**src/rtl/adc_cap_pkg.sv**
```systemverilog
// Shared types for the split-byte capture controller.
// Assumes: the state encoding stays private to the controller.
package adc_cap_pkg;

    typedef enum logic [2:0] {
        S_INIT   = 3'd0,
        S_IDLE   = 3'd1,
        S_ARM    = 3'd2,
        S_STRB_H = 3'd3,
        S_WAIT_H = 3'd4,
        S_STRB_L = 3'd5,
        S_WAIT_L = 3'd6,
        S_DONE   = 3'd7
    } cap_state_t;

endpackage

```
**src/rtl/adc_settle_timer.sv**
```systemverilog
// Counts the settle window that follows a read strobe.
// Assumes: SETTLE_CYC >= 1; start and run are never asserted together.
module adc_settle_timer #(
    parameter int SETTLE_CYC = 3
) (
    input  logic clk,
    input  logic rst_n,
    input  logic start,
    input  logic run,
    output logic done
);
    localparam int CNT_W = (SETTLE_CYC > 1) ? $clog2(SETTLE_CYC) : 1;
    localparam logic [CNT_W-1:0] LAST = CNT_W'(SETTLE_CYC - 1);

    logic [CNT_W-1:0] cnt;

    // done marks the last cycle of the window
    assign done = run && (cnt == LAST);

    // counter: cleared on strobe, advances while waiting
    always_ff @(posedge clk) begin
        if (!rst_n)            cnt <= '0;
        else if (start)        cnt <= '0;
        else if (run && !done) cnt <= cnt + 1'b1;
    end
endmodule

```
**src/rtl/adc_byte_merge.sv**
```systemverilog
// Joins the high byte and the low bits into one sample word.
// Assumes: cap_hi comes before cap_lo within a capture.
module adc_byte_merge #(
    parameter int BUS_W    = 8,
    parameter int SAMPLE_W = 12
) (
    input  logic                clk,
    input  logic                rst_n,
    input  logic                cap_hi,
    input  logic                cap_lo,
    input  logic [BUS_W-1:0]    hi_in,
    input  logic [SAMPLE_W-BUS_W-1:0] lo_in,
    output logic [SAMPLE_W-1:0] word
);
    logic [BUS_W-1:0] hi_q;

    // hold the first transfer until the second arrives
    always_ff @(posedge clk) begin
        if (!rst_n)      hi_q <= '0;
        else if (cap_hi) hi_q <= hi_in;
    end

    // assemble the word on the second transfer
    always_ff @(posedge clk) begin
        if (!rst_n)      word <= '0;
        else if (cap_lo) word <= {hi_q, lo_in};
    end
endmodule

```
**src/rtl/adc_overrun_flag.sv**
```systemverilog
// Sticky error set by a rising ready flag during a capture.
// Assumes: busy covers the read-mode switch through the valid cycle.
module adc_overrun_flag (
    input  logic clk,
    input  logic rst_n,
    input  logic busy,
    input  logic data_avail,
    output logic overrun
);
    logic avail_q;

    // previous flag level for edge detection
    always_ff @(posedge clk) begin
        if (!rst_n) avail_q <= 1'b0;
        else        avail_q <= data_avail;
    end

    // sticky latch, cleared only by reset
    always_ff @(posedge clk) begin
        if (!rst_n)                                overrun <= 1'b0;
        else if (busy && data_avail && !avail_q)   overrun <= 1'b1;
    end
endmodule

```
**src/rtl/adc_cap_fsm.sv**
```systemverilog
// Sequencer: init, wait for flag, read mode, two strobed transfers, done.
// Assumes: the flag source drops the flag before the edge that ends flag_clear.
module adc_cap_fsm
    import adc_cap_pkg::*;
(
    input  logic clk,
    input  logic rst_n,
    input  logic data_avail,
    input  logic settle_done,
    output logic conv_mode,
    output logic rd_strobe,
    output logic flag_clear,
    output logic sample_valid,
    output logic cap_hi,
    output logic cap_lo,
    output logic tmr_start,
    output logic tmr_run,
    output logic busy
);
    cap_state_t st, nx;

    // state register
    always_ff @(posedge clk) begin
        if (!rst_n) st <= S_INIT;
        else        st <= nx;
    end

    // next-state selection
    always_comb begin
        nx = st;
        unique case (st)
            S_INIT:   nx = S_IDLE;
            S_IDLE:   if (data_avail) nx = S_ARM;
            S_ARM:    nx = S_STRB_H;
            S_STRB_H: nx = S_WAIT_H;
            S_WAIT_H: if (settle_done) nx = S_STRB_L;
            S_STRB_L: nx = S_WAIT_L;
            S_WAIT_L: if (settle_done) nx = S_DONE;
            S_DONE:   nx = S_IDLE;
            default:  nx = S_INIT;
        endcase
    end

    // output decode from the current state
    always_comb begin
        conv_mode    = (st == S_INIT) || (st == S_IDLE) || (st == S_DONE);
        rd_strobe    = (st == S_STRB_H) || (st == S_STRB_L);
        flag_clear   = (st == S_INIT) || (st == S_DONE);
        sample_valid = (st == S_DONE);
        tmr_start    = rd_strobe;
        tmr_run      = (st == S_WAIT_H) || (st == S_WAIT_L);
        cap_hi       = (st == S_WAIT_H) && settle_done;
        cap_lo       = (st == S_WAIT_L) && settle_done;
        busy         = (st != S_INIT) && (st != S_IDLE);
    end
endmodule

```
**src/rtl/adc_split_capture.sv**
```systemverilog
// Top: captures a wide converter result over a narrow bus in two reads.
// Assumes: BUS_W < SAMPLE_W <= 2*BUS_W; SETTLE_CYC >= 1.
module adc_split_capture #(
    parameter int BUS_W      = 8,
    parameter int SAMPLE_W   = 12,
    parameter int SETTLE_CYC = 3
) (
    input  logic                clk,
    input  logic                rst_n,
    input  logic                data_avail,
    input  logic [BUS_W-1:0]    bus_data,
    output logic                conv_mode,
    output logic                rd_strobe,
    output logic                flag_clear,
    output logic [SAMPLE_W-1:0] sample_data,
    output logic                sample_valid,
    output logic                overrun
);
    localparam int LO_W = SAMPLE_W - BUS_W;

    logic settle_done, cap_hi, cap_lo, tmr_start, tmr_run, busy;

    adc_cap_fsm u_fsm (
        .clk(clk), .rst_n(rst_n), .data_avail(data_avail),
        .settle_done(settle_done), .conv_mode(conv_mode),
        .rd_strobe(rd_strobe), .flag_clear(flag_clear),
        .sample_valid(sample_valid), .cap_hi(cap_hi), .cap_lo(cap_lo),
        .tmr_start(tmr_start), .tmr_run(tmr_run), .busy(busy)
    );

    adc_settle_timer #(.SETTLE_CYC(SETTLE_CYC)) u_tmr (
        .clk(clk), .rst_n(rst_n), .start(tmr_start), .run(tmr_run),
        .done(settle_done)
    );

    adc_byte_merge #(.BUS_W(BUS_W), .SAMPLE_W(SAMPLE_W)) u_merge (
        .clk(clk), .rst_n(rst_n), .cap_hi(cap_hi), .cap_lo(cap_lo),
        .hi_in(bus_data), .lo_in(bus_data[LO_W-1:0]), .word(sample_data)
    );

    adc_overrun_flag u_ovr (
        .clk(clk), .rst_n(rst_n), .busy(busy), .data_avail(data_avail),
        .overrun(overrun)
    );
endmodule

```
**config.mk**
```make
export PLATFORM = sky130hd
export DESIGN_NAME = adc_split_capture
export DESIGN_NICKNAME = d
export VERILOG_FILES = /design/src/rtl/adc_cap_pkg.sv /design/src/rtl/adc_settle_timer.sv /design/src/rtl/adc_byte_merge.sv /design/src/rtl/adc_overrun_flag.sv /design/src/rtl/adc_cap_fsm.sv /design/src/rtl/adc_split_capture.sv
export SDC_FILE = /design/constraint.sdc
export NUM_CORES = 1
export LEC_CHECK = 0
export BUFFER_PORTS_ARGS = -buffer_cell sky130_fd_sc_hd__buf_2
export CAP_MARGIN = 20
export CELL_PAD_IN_SITES_DETAIL_PLACEMENT = 1
export CELL_PAD_IN_SITES_GLOBAL_PLACEMENT = 1
export CORE_ASPECT_RATIO = 1.2
export CORE_MARGIN = 2
export CORE_UTILIZATION = 40
export DETAILED_ROUTE_END_ITERATION = 8
export PLACE_DENSITY = 0.83
export SLEW_MARGIN = 40
export SYNTH_ARGS = -nofsm -noshare
export SYNTH_HDL_FRONTEND = slang
export SYNTH_SLANG_ARGS = --single-unit
```
**constraint.sdc**
```tcl
create_clock -name clk -period 2.61 [get_ports clk]
set_input_delay 0.522 -clock clk [delete_from_list [all_inputs] [get_ports clk]]
set_output_delay 0.522 -clock clk [all_outputs]
set_load 0.03 [all_outputs]
```
==> impl_metrics.tcl, run 1 <==
set metrics [dict create \
    fin_util 0.486 \
    cap_violations 0 \
    fin_area_sq_um 1250 \
    wl_per_cell_um 12.8 \
    min_from "bus_data[7]" \
    ys.flop_type "dfxtp_1" \
    power_mw 0.673 \
    grt.total_usage 0.166 \
    setup_ws_ns 0.602 \
    seq_area_sq_um 541 \
    ctsResizeCount 0 \
    viasPerCell 5.09 \
    final_hold_viol_count 0 \
    p_sw_mw 0.169 \
    slowest_delay_ns 0.58 \
    start_util 0.429 \
    placedCellCount 177 \
    p_leak_nw 0.515 \
    dp.final_hpwl_um 1720 \
    p_sw_frac 0.252 \
    wirelength_um 2320 \
    syn-cell-area_sq_um 1100 \
    synth.yosys.seq_area_share 0.489 \
    postCtsHoldBufs 0 \
    crit_arrival_ns 1.49 \
    synth_cell_types 32 \
    cts.reportedPaths.clkPinSlew_ns 0.14 \
    post_dp_cell_area_sq_um 1230 \
    finalSetupTns_ns 0 \
    hold_path.class "in -> reg" \
    ant_nets 0 \
    crit_path_end_kind "output port" \
    cts_buffer_depth 2 \
    crit_chain "nand3_1 -> inv_1 -> a21o_1 -> buf_2" \
    area_delta_synth_final_pct 13.5 \
    setup_viol 0 \
    synthesis.nets 136 \
    crit_fanout 11 \
    place.gp.congestion 0.746 \
    pre_cts_slack_ns 0.961 \
    fin_skew_ns 0.00232 \
    cts_root_buffer "clkbuf_4" \
    worstMarginPinSlew_ns 0.395 \
    fin_nets 161 \
    rsz0062_at_grt "no" \
    diodes 0 \
    synth-edff-count 0 \
    numCtsBuffers 3 \
    met1_length_um 1020 \
    reg2regPathDepth 5 \
    num_rows 20 \
    die_w_um 52.0 \
    fmax_mhz 498 \
    slew_headroom 0.736 \
    antenna_found_initial 0 \
    crit_required_ns 2.09 \
    p_seq_frac 0.640 \
    grt_pass1_vias 905 \
    netlist_instances 124 \
    ios 28 \
    h-tree-depth 1 \
    gr-total-overflow 0 \
    instances_no_fill 181 \
    yosysWarningCount 0 \
    min_period_ns 2.01 \
    drive_above_1_share 0.277 \
    synth_area_per_cell_sq_um 8.91 \
    grt_max_degree 25 \
    drc 0 \
    slowest_stage "dfxtp_1" \
    holdPathStages 3 \
    async_flop_share 0 \
    ir_drop_uv 302 \
    post_cts_buffers 0 \
    criticalPathCategory "reg -> out" \
    die_area_sq_um 3200 \
    dr.pass1.iters 4 \
    fin_crit_sh 0.769 \
    synth-seq-cells 27 \
    crit_path_start_kind "flip-flop" \
    wl_met2_um 1200 \
    tritoncts "built" \
    num_vias 922 \
    p_per_area_nw_per_um2 537 \
    status "complete, no violations" \
    highest_layer "met4" \
    min_to "u_merge.hi_q[7]" \
    cts_sinks 27 \
    worstReg2RegStart "u_tmr.cnt[0]" \
    multi_input_area_sq_um 472 \
    hold_ws_ns 0.420 \
    grt_pass1_wl_um 4040 \
    coreArea_sq_um 2580 \
    reg2reg_slack_ns 1.15 \
    route.met3.wl_um 84 \
    portBuffers 27 \
    die_h_um 61.6 \
    p_int_mw 0.503 \
    p_comb_frac 0.107 \
    fillers 328 \
    clk_latency_ns 0.31 \
    timing.rr.end "u_tmr.cnt[1]" \
    slew_violations 0 \
    first_iter_violations 4 \
    clkPwrFrac 0.253 \
]
-- logic make-up after synthesis --
logic type,after synthesis,synth area share
flip-flops,27,0.489
AO/OA/AOI/OAI,30,0.161
adder cells (fa/ha/maj),1,0.0113
AND/OR/NAND/NOR,50,0.233
buffers and inverters,14,0.0895
XOR/XNOR,2,0.0159
-- power by group through the flow --
| stage | Combinational [mW] | Sequential, mW | Clock [mW] |
|---|---|---|---|
| global route | 0.0793 | 0.433 | 0.198 |
| CTS | 0.0730 | 0.430 | 0.181 |
| finish | 0.0719 | 0.430 | 0.170 |
| detailed placement | 0.0723 | 0.440 | 0 |
| global placement | 0.0695 | 0.438 | 0 |
| floorplan | 0.0569 | 0.435 | 0 |
-- cell usage after synthesis (2+ instances only) --
cell type / instances / share of area
nand3_1: 19 / 0.086
buf_6: 3 / 0.031
o21ai_0: 19 / 0.086
nor2_1: 5 / 0.017
o21ai_2: 2 / 0.016
a21oi_1: 4 / 0.018
buf_2: 2 / 0.0091
inv_1: 4 / 0.014
nand2_1: 15 / 0.051
nand3_2: 2 / 0.018
nor3_1: 2 / 0.0091
dfxtp_1: 27 / 0.49
-- registers in the layout, summed over array words and instances (netlist names) --
register / cells
u_ovr.avail_q: 1
u_merge.word: 12
u_ovr.overrun: 1
u_fsm.st: 3
u_tmr.cnt: 2
u_merge.hi_q: 8
-- critical path: cells and delay by family (launching register included) --
kind | cells | cell delay, ns
AOI/OAI and AO/OA | 1 | 0.09
buffers and inverters | 2 | 0.29
DFF | 1 | 0.58
and+or+nand+nor | 1 | 0.21
-- cell usage in the layout, fill, tap and decap left out, types with 3 or more instances in the layout --
cell	netlist	routed
a21oi_1	4	4
clkbuf_4	0	3
dfxtp_1	27	27
buf_4	1	3
buf_2	2	27
nand3_1	19	19
inv_1	4	4
nor2_1	5	5
nand2_1	15	15
o21ai_0	19	19
-- cell type report --
class / count / area share
inverters: 4 / 0.0120
well taps: 33 / 0.0329
multi-input cells: 83 / 0.376
repair buffers: 30 / 0.126
clock buffers: 3 / 0.0180
clock inverters: 1 / 0.00399
flip-flops and latches: 27 / 0.431
-- routing by layer --
metal | up-vias | track usage
met2 | 16 | 0.298
met5 | - | 0
met1 | 430 | 0.205
met4 | 0 | 0.0451
li1 | 474 | -
met3 | 2 | 0.0267
-- worst max path at each step --
stage | slack, ns | end | from | cells past startpoint
CTS | 0.59 | flag_clear | u_fsm.st[1] | 4
global route | 0.48 | flag_clear | u_fsm.st[1] | 4
finish | 0.60 | flag_clear | u_fsm.st[1] | 4
detailed placement | 0.96 | flag_clear | u_fsm.st[1] | 4
floorplan | 0.96 | conv_mode | u_fsm.st[1] | 2
global placement | 1.07 | flag_clear | u_fsm.st[2] | 4
(Power assumes the default switching activity.)
==> inputs of run 2 (changes only) <==
--- a/config.mk
+++ b/config.mk
@@ -11,9 +11,9 @@
 export CELL_PAD_IN_SITES_GLOBAL_PLACEMENT = 1
 export CORE_ASPECT_RATIO = 1.2
 export CORE_MARGIN = 2
-export CORE_UTILIZATION = 40
+export CORE_UTILIZATION = 37
 export DETAILED_ROUTE_END_ITERATION = 8
-export PLACE_DENSITY = 0.83
+export PLACE_DENSITY = 0.77
 export SLEW_MARGIN = 40
 export SYNTH_ARGS = -nofsm -noshare
 export SYNTH_HDL_FRONTEND = slang
==> constraint.sdc (replaced) <==
create_clock -name clk -period 1.95 [get_ports clk]
set_input_delay 0.39 -clock clk [delete_from_list [all_inputs] [get_ports clk]]
set_output_delay 0.39 -clock clk [all_outputs]
set_load 0.03 [all_outputs]
==> run 2 against run 1 <==
Clock skew rose by 0.00082 ns. Worst hold slack got worse by 0.15 ns. Routed wire length rose by 0.82%. Via count increased by 5.3%. Critical endpoint is now rd_strobe. Largest cell class unchanged.
==> impl_metrics.tcl, run 2 (synthesized netlist as in run 1, its figures left out) <==
set metrics [dict create \
    criticalPathCategory "reg -> out" \
    viasPerCell 5.31 \
    die_w_um 53.9 \
    wl_per_cell_um 12.8 \
    crit_path_start_kind "flip-flop" \
    antenna_found_initial 0 \
    cts.reportedPaths.clkPinSlew_ns 0.14 \
    crit_arrival_ns 1.35 \
    final_cell_mix "buf_2, dfxtp_1, nand3_1, o21ai_0, nand2_1" \
    portBuffers 27 \
    rsz0062_at_grt "no" \
    worstMarginPinSlew_ns 0.377 \
    hold_path.class "in -> reg" \
    coreArea_sq_um 2810 \
    crit_required_ns 1.56 \
    min_period_ns 1.74 \
    holdPathStages 3 \
    post_dp_cell_area_sq_um 1230 \
    gr-total-overflow 0 \
    grt_pass1_wl_um 4140 \
    fillers 357 \
    ant_nets 0 \
    h-tree-depth 1 \
    dr.pass1.iters 4 \
    numCtsBuffers 3 \
    p_per_area_nw_per_um2 720 \
    ios 28 \
    status "complete, no violations" \
    die_h_um 63.9 \
    num_rows 21 \
    grt.total_usage 0.163 \
    ir_drop_uv 456 \
    final_common_cell "buf_2" \
    fmax_mhz 576 \
    reg2regPathDepth 5 \
    start_util 0.393 \
    top_register "u_merge.word" \
    wirelength_um 2340 \
    slew_violations 0 \
    setup_viol 0 \
    dp.final_hpwl_um 1730 \
    fin_skew_ns 0.00315 \
    drive_above_1_share 0.302 \
    cts_root_buffer "clkbuf_4" \
    grt_max_degree 25 \
    cap_violations 0 \
    crit_chain "inv_1 -> nor2_1 -> buf_2" \
    pre_cts_slack_ns 0.437 \
    p_leak_nw 0.521 \
    drc 0 \
    area_delta_synth_final_pct 14.6 \
    diodes 0 \
    cts_buffer_depth 2 \
    clk_latency_ns 0.33 \
    grt_pass1_vias 974 \
    place.gp.congestion 0.640 \
    postCtsHoldBufs 0 \
    crit_fanout 8 \
    slowest_stage "dfxtp_2" \
    largest_reg_flops 12 \
    top_regs "u_merge.word (12), u_merge.hi_q (8), u_fsm.st (3)" \
    fin_crit_sh 0.890 \
    cts_sinks 27 \
    finalSetupTns_ns 0 \
    die_area_sq_um 3440 \
    fin_area_sq_um 1270 \
    slowest_delay_ns 0.44 \
    num_vias 971 \
    setup_ws_ns 0.214 \
    first_iter_violations 18 \
    crit_path_end_kind "output port" \
    tritoncts "built" \
    fin_nets 162 \
    final_hold_viol_count 0 \
    slew_headroom 0.748 \
]
-- run 2: cell types whose count changed in the layout (fill, tap and decap cells not counted) --
cell	previous run	this run
dfxtp_2	0	3
dfxtp_1	27	24
buf_4	3	4
-- run 2: cell type report --
type / count / area, sq um / area share
multi-input combinational: 83 / 472 / 0.373
sequential: 27 / 544 / 0.430
inverter: 4 / 15.0 / 0.0119
timing repair buffer: 31 / 165 / 0.130
tap: 34 / 42.5 / 0.0336
clock inverter: 1 / 5.00 / 0.00395
clock buffer: 3 / 22.5 / 0.0178
-- run 2: final timing paths --
path	from	slack (ns)	to
setup / recovery	u_fsm.st[0]	0.21	rd_strobe
hold / removal	bus_data[5]	0.27	u_merge.hi_q[5]
setup reg to reg	u_tmr.cnt[0]	0.54	u_tmr.cnt[1]
hold reg to reg	u_merge.hi_q[1]	0.48	u_merge.word[5]
-- run 2: per-stage QoR --
step           hold WS (ns)  cells  power, mW   util
6_report              0.273    183      0.912  0.450
5_1_grt               0.259    183      0.962  0.450
4_1_cts               0.264    183      0.926  0.449
3_5_place_dp          0.461    179      0.687  0.439
3_3_place_gp          0.443    179      0.681  0.439
2_1_floorplan         0.438    124      0.659      -
-- run 2: layer usage --
layer  vias up  global-route usage  share of wire
li1        478                   -              -
met1       464               0.179           0.41
met2        24               0.280           0.52
met3         5              0.0397          0.048
met4         0              0.0769          0.019
met5         -                   0              0
-- run 2: where the power goes --
group	leakage, nW	switching (mW)	internal, mW
clock	0.0177	0.159	0.0771
sequential	0.219	0.0155	0.562
combinational	0.284	0.0605	0.0376
total	0.521	0.235	0.677
-- run 2: worst max-delay path, delay by kind of cell (launching register included) --
family	cells	cell delay [ns]
AND/OR/NAND/NOR	1	0.21
buffers and inverters	2	0.37
flip-flops	1	0.44
-- run 2: timing repair --
item / CTS / global route
resized for setup: 0 / 3
buffers inserted: 0 / 0
setup endpoints to repair: 0 / 3
==> inputs of run 3 (changes only) <==
--- a/config.mk
+++ b/config.mk
@@ -11,9 +11,9 @@
 export CELL_PAD_IN_SITES_GLOBAL_PLACEMENT = 1
 export CORE_ASPECT_RATIO = 1.2
 export CORE_MARGIN = 2
-export CORE_UTILIZATION = 37
+export CORE_UTILIZATION = 34
 export DETAILED_ROUTE_END_ITERATION = 8
-export PLACE_DENSITY = 0.77
+export PLACE_DENSITY = 0.75
 export SLEW_MARGIN = 40
 export SYNTH_ARGS = -nofsm -noshare
 export SYNTH_HDL_FRONTEND = slang
==> constraint.sdc (replaced) <==
create_clock -name clk -period 1.39 [get_ports clk]
set_input_delay 0.278 -clock clk [delete_from_list [all_inputs] [get_ports clk]]
set_output_delay 0.278 -clock clk [all_outputs]
set_load 0.03 [all_outputs]
==> run 3 against run 2 <==
The run now ends with setup timing left. Via count increased by 5.5%. Clock power rose by 39%. Cell count grew 8.7%. Cell area grew 23%. Sequential power up 39%. Routed wire length increased by 32%. Critical path depth up 1. Register-to-register slack got worse by 0.57 ns. Non-clock buffer count is 14 higher. Die area rose by 8.2%. First-iteration DRC count is 61% higher. Critical path type unchanged. Critical endpoint is now flag_clear. Largest cell class is now multi-input gates. Largest power group unchanged.
==> impl_metrics.tcl, run 3 (synthesized netlist as in run 1, its figures left out) <==
set metrics [dict create \
    cts_root_buffer "clkbuf_4" \
    placedCellCount 186 \
    power_mw 1.34 \
    die_h_um 66.4 \
    ant_nets 0 \
    crit_fanout 5 \
    multi_input_area_sq_um 582 \
    coreArea_sq_um 3080 \
    slowest_stage "dfxtp_4" \
    fin_skew_ns 0.00755 \
    final_hold_viol_count 0 \
    top_register "u_merge.word" \
    rsz0062_at_grt "yes" \
    crit_family "flip-flops" \
    hold_path.class "in -> reg" \
    slowest_delay_ns 0.40 \
    fin_crit_sh 1.03 \
    h-tree-depth 1 \
    diodes 0 \
    wl_per_cell_um 15.5 \
    worstMarginPinSlew_ns 0.300 \
    area_delta_synth_final_pct 41.3 \
    drive_above_1_share 0.448 \
    num_rows 22 \
    final_cell_mix "buf_2, dfxtp_1, nand2_1, buf_4, nand3_1" \
    antenna_found_initial 0 \
    cap_violations 0 \
    dr.pass1.iters 4 \
    status "complete, but fails checks" \
    violations "setup timing" \
    gr-total-overflow 0 \
    num_vias 1024 \
    worstReg2RegStart "u_tmr.cnt[0]" \
    fillers 359 \
    die_w_um 56.0 \
    seq_area_sq_um 551 \
    drc 0 \
    tritoncts "built" \
    slew_violations 0 \
    cts.reportedPaths.clkPinSlew_ns 0.14 \
    start_util 0.358 \
    ir_drop_uv 601 \
    criticalPathCategory "reg -> out" \
    cp-endpoint "flag_clear" \
    grt.total_usage 0.159 \
    cts_buffer_depth 2 \
    instances_no_fill 199 \
    cts_sinks 27 \
    crit_required_ns 1.11 \
    grt_pass1_vias 1052 \
    timing.critical_path.buf_inv 2 \
    timing.rr.end "u_merge.hi_q[2]" \
    cp.depth 4 \
    grt_max_degree 25 \
    ios 28 \
    dp.final_hpwl_um 1920 \
    setup_ws_ns -0.0450 \
    postCtsHoldBufs 0 \
    place.gp.congestion 0.713 \
    numCtsBuffers 3 \
    fin_nets 176 \
    reg2regPathDepth 6 \
    worstSetupStartpoint "u_fsm.st[2]" \
    viasPerCell 5.15 \
    p_per_area_nw_per_um2 860 \
    clk_latency_ns 0.32 \
    crit_chain "nand3_4 -> inv_2 -> a21o_1 -> buf_6" \
    crit_path_end_kind "output port" \
    hold_ws_ns 0.197 \
    die_area_sq_um 3720 \
    slew_headroom 0.800 \
    setup_viol 12 \
    top_regs "u_merge.word (12), u_merge.hi_q (8), u_fsm.st (3)" \
    fmax_mhz 697 \
    min_period_ns 1.44 \
    grt_pass1_wl_um 4660 \
    crit_path_start_kind "flip-flop" \
    crit_arrival_ns 1.16 \
    largest_reg_flops 12 \
    wirelength_um 3090 \
    reg2reg_slack_ns -0.03 \
    first_iter_violations 29 \
    p_leak_nw 0.629 \
    portBuffers 27 \
]
[run 3: cell types whose count changed in the layout (fill, tap and decap cells not counted), moves of 3 or more]
cell,before,now
nand3_4,0,4
o21ai_0,19,8
buf_6,0,4
o21ai_1,0,9
nand3_1,19,12
nand3_2,2,5
buf_4,4,15
buf_2,27,23
[run 3: through the flow]
stage	utilization	instance area (sq um)	TNS [ns]	setup WS (ns)
after global placement	0.418	1290	0	0.0801
after detailed placement	0.418	1290	-0.250	-0.0500
after global routing	0.506	1560	-1.54	-0.122
final	0.506	1560	-0.205	-0.0450
after floorplan	-	1100	0	0.0283
after CTS	0.456	1410	-0.144	-0.0508
[run 3: how the worst min path moves through the flow]
stage	from	endpoint	slack (ns)	depth (start not counted)
after floorplan	bus_data[6]	u_merge.hi_q[6]	0.40	2
after global placement	u_ovr.overrun	u_ovr.overrun	0.44	1
after detailed placement	u_ovr.overrun	u_ovr.overrun	0.45	1
after CTS	bus_data[6]	u_merge.hi_q[6]	0.17	3
after global routing	bus_data[7]	u_merge.hi_q[7]	0.19	3
final	bus_data[7]	u_merge.hi_q[7]	0.20	3
[run 3: area by class of cell]
cell class                 count  share of cell area
clock buffer                   4              0.0168
inverter                       4             0.00962
multi-input combinational     83               0.373
sequential                    27               0.353
tap                           36              0.0288
timing repair buffer          45               0.220
[run 3: what timing repair did]
action                     CTS  global route
setup buffers                3             3
pin swaps                    2            10
gates resized for setup     23            27
setup endpoints to repair   13            25
cloned                       1             2
[run 3: worst reg2reg max path, cell delays in order (launching register included)]
cell and delay [ns]:
dfxtp_2 0.36, inv_2 0.08, ha_4 0.16, nor4bb_4 0.37, buf_6 0.22, nand3_2 0.08
o21ai_1 0.08
[run 3: power by group]
| part | switching, mW | internal (mW) | total (mW) | leakage (nW) |
|---|---|---|---|---|
| registers | 0.0182 | 0.787 | 0.805 | 0.220 |
| clock network | 0.218 | 0.112 | 0.330 | 0.0150 |
| logic | 0.116 | 0.0917 | 0.208 | 0.393 |
| total | 0.352 | 0.991 | 1.34 | 0.629 |
[run 3: routing by layer]
layer  share of wire  global-route usage  up-vias  wire [um]
met5               0                   0        -          0
met4          0.0058              0.0625        0         18
met3           0.029              0.0235        2         89
met2            0.57               0.297       18       1780
met1            0.39               0.180      499       1210
li1                -                   -      505          -
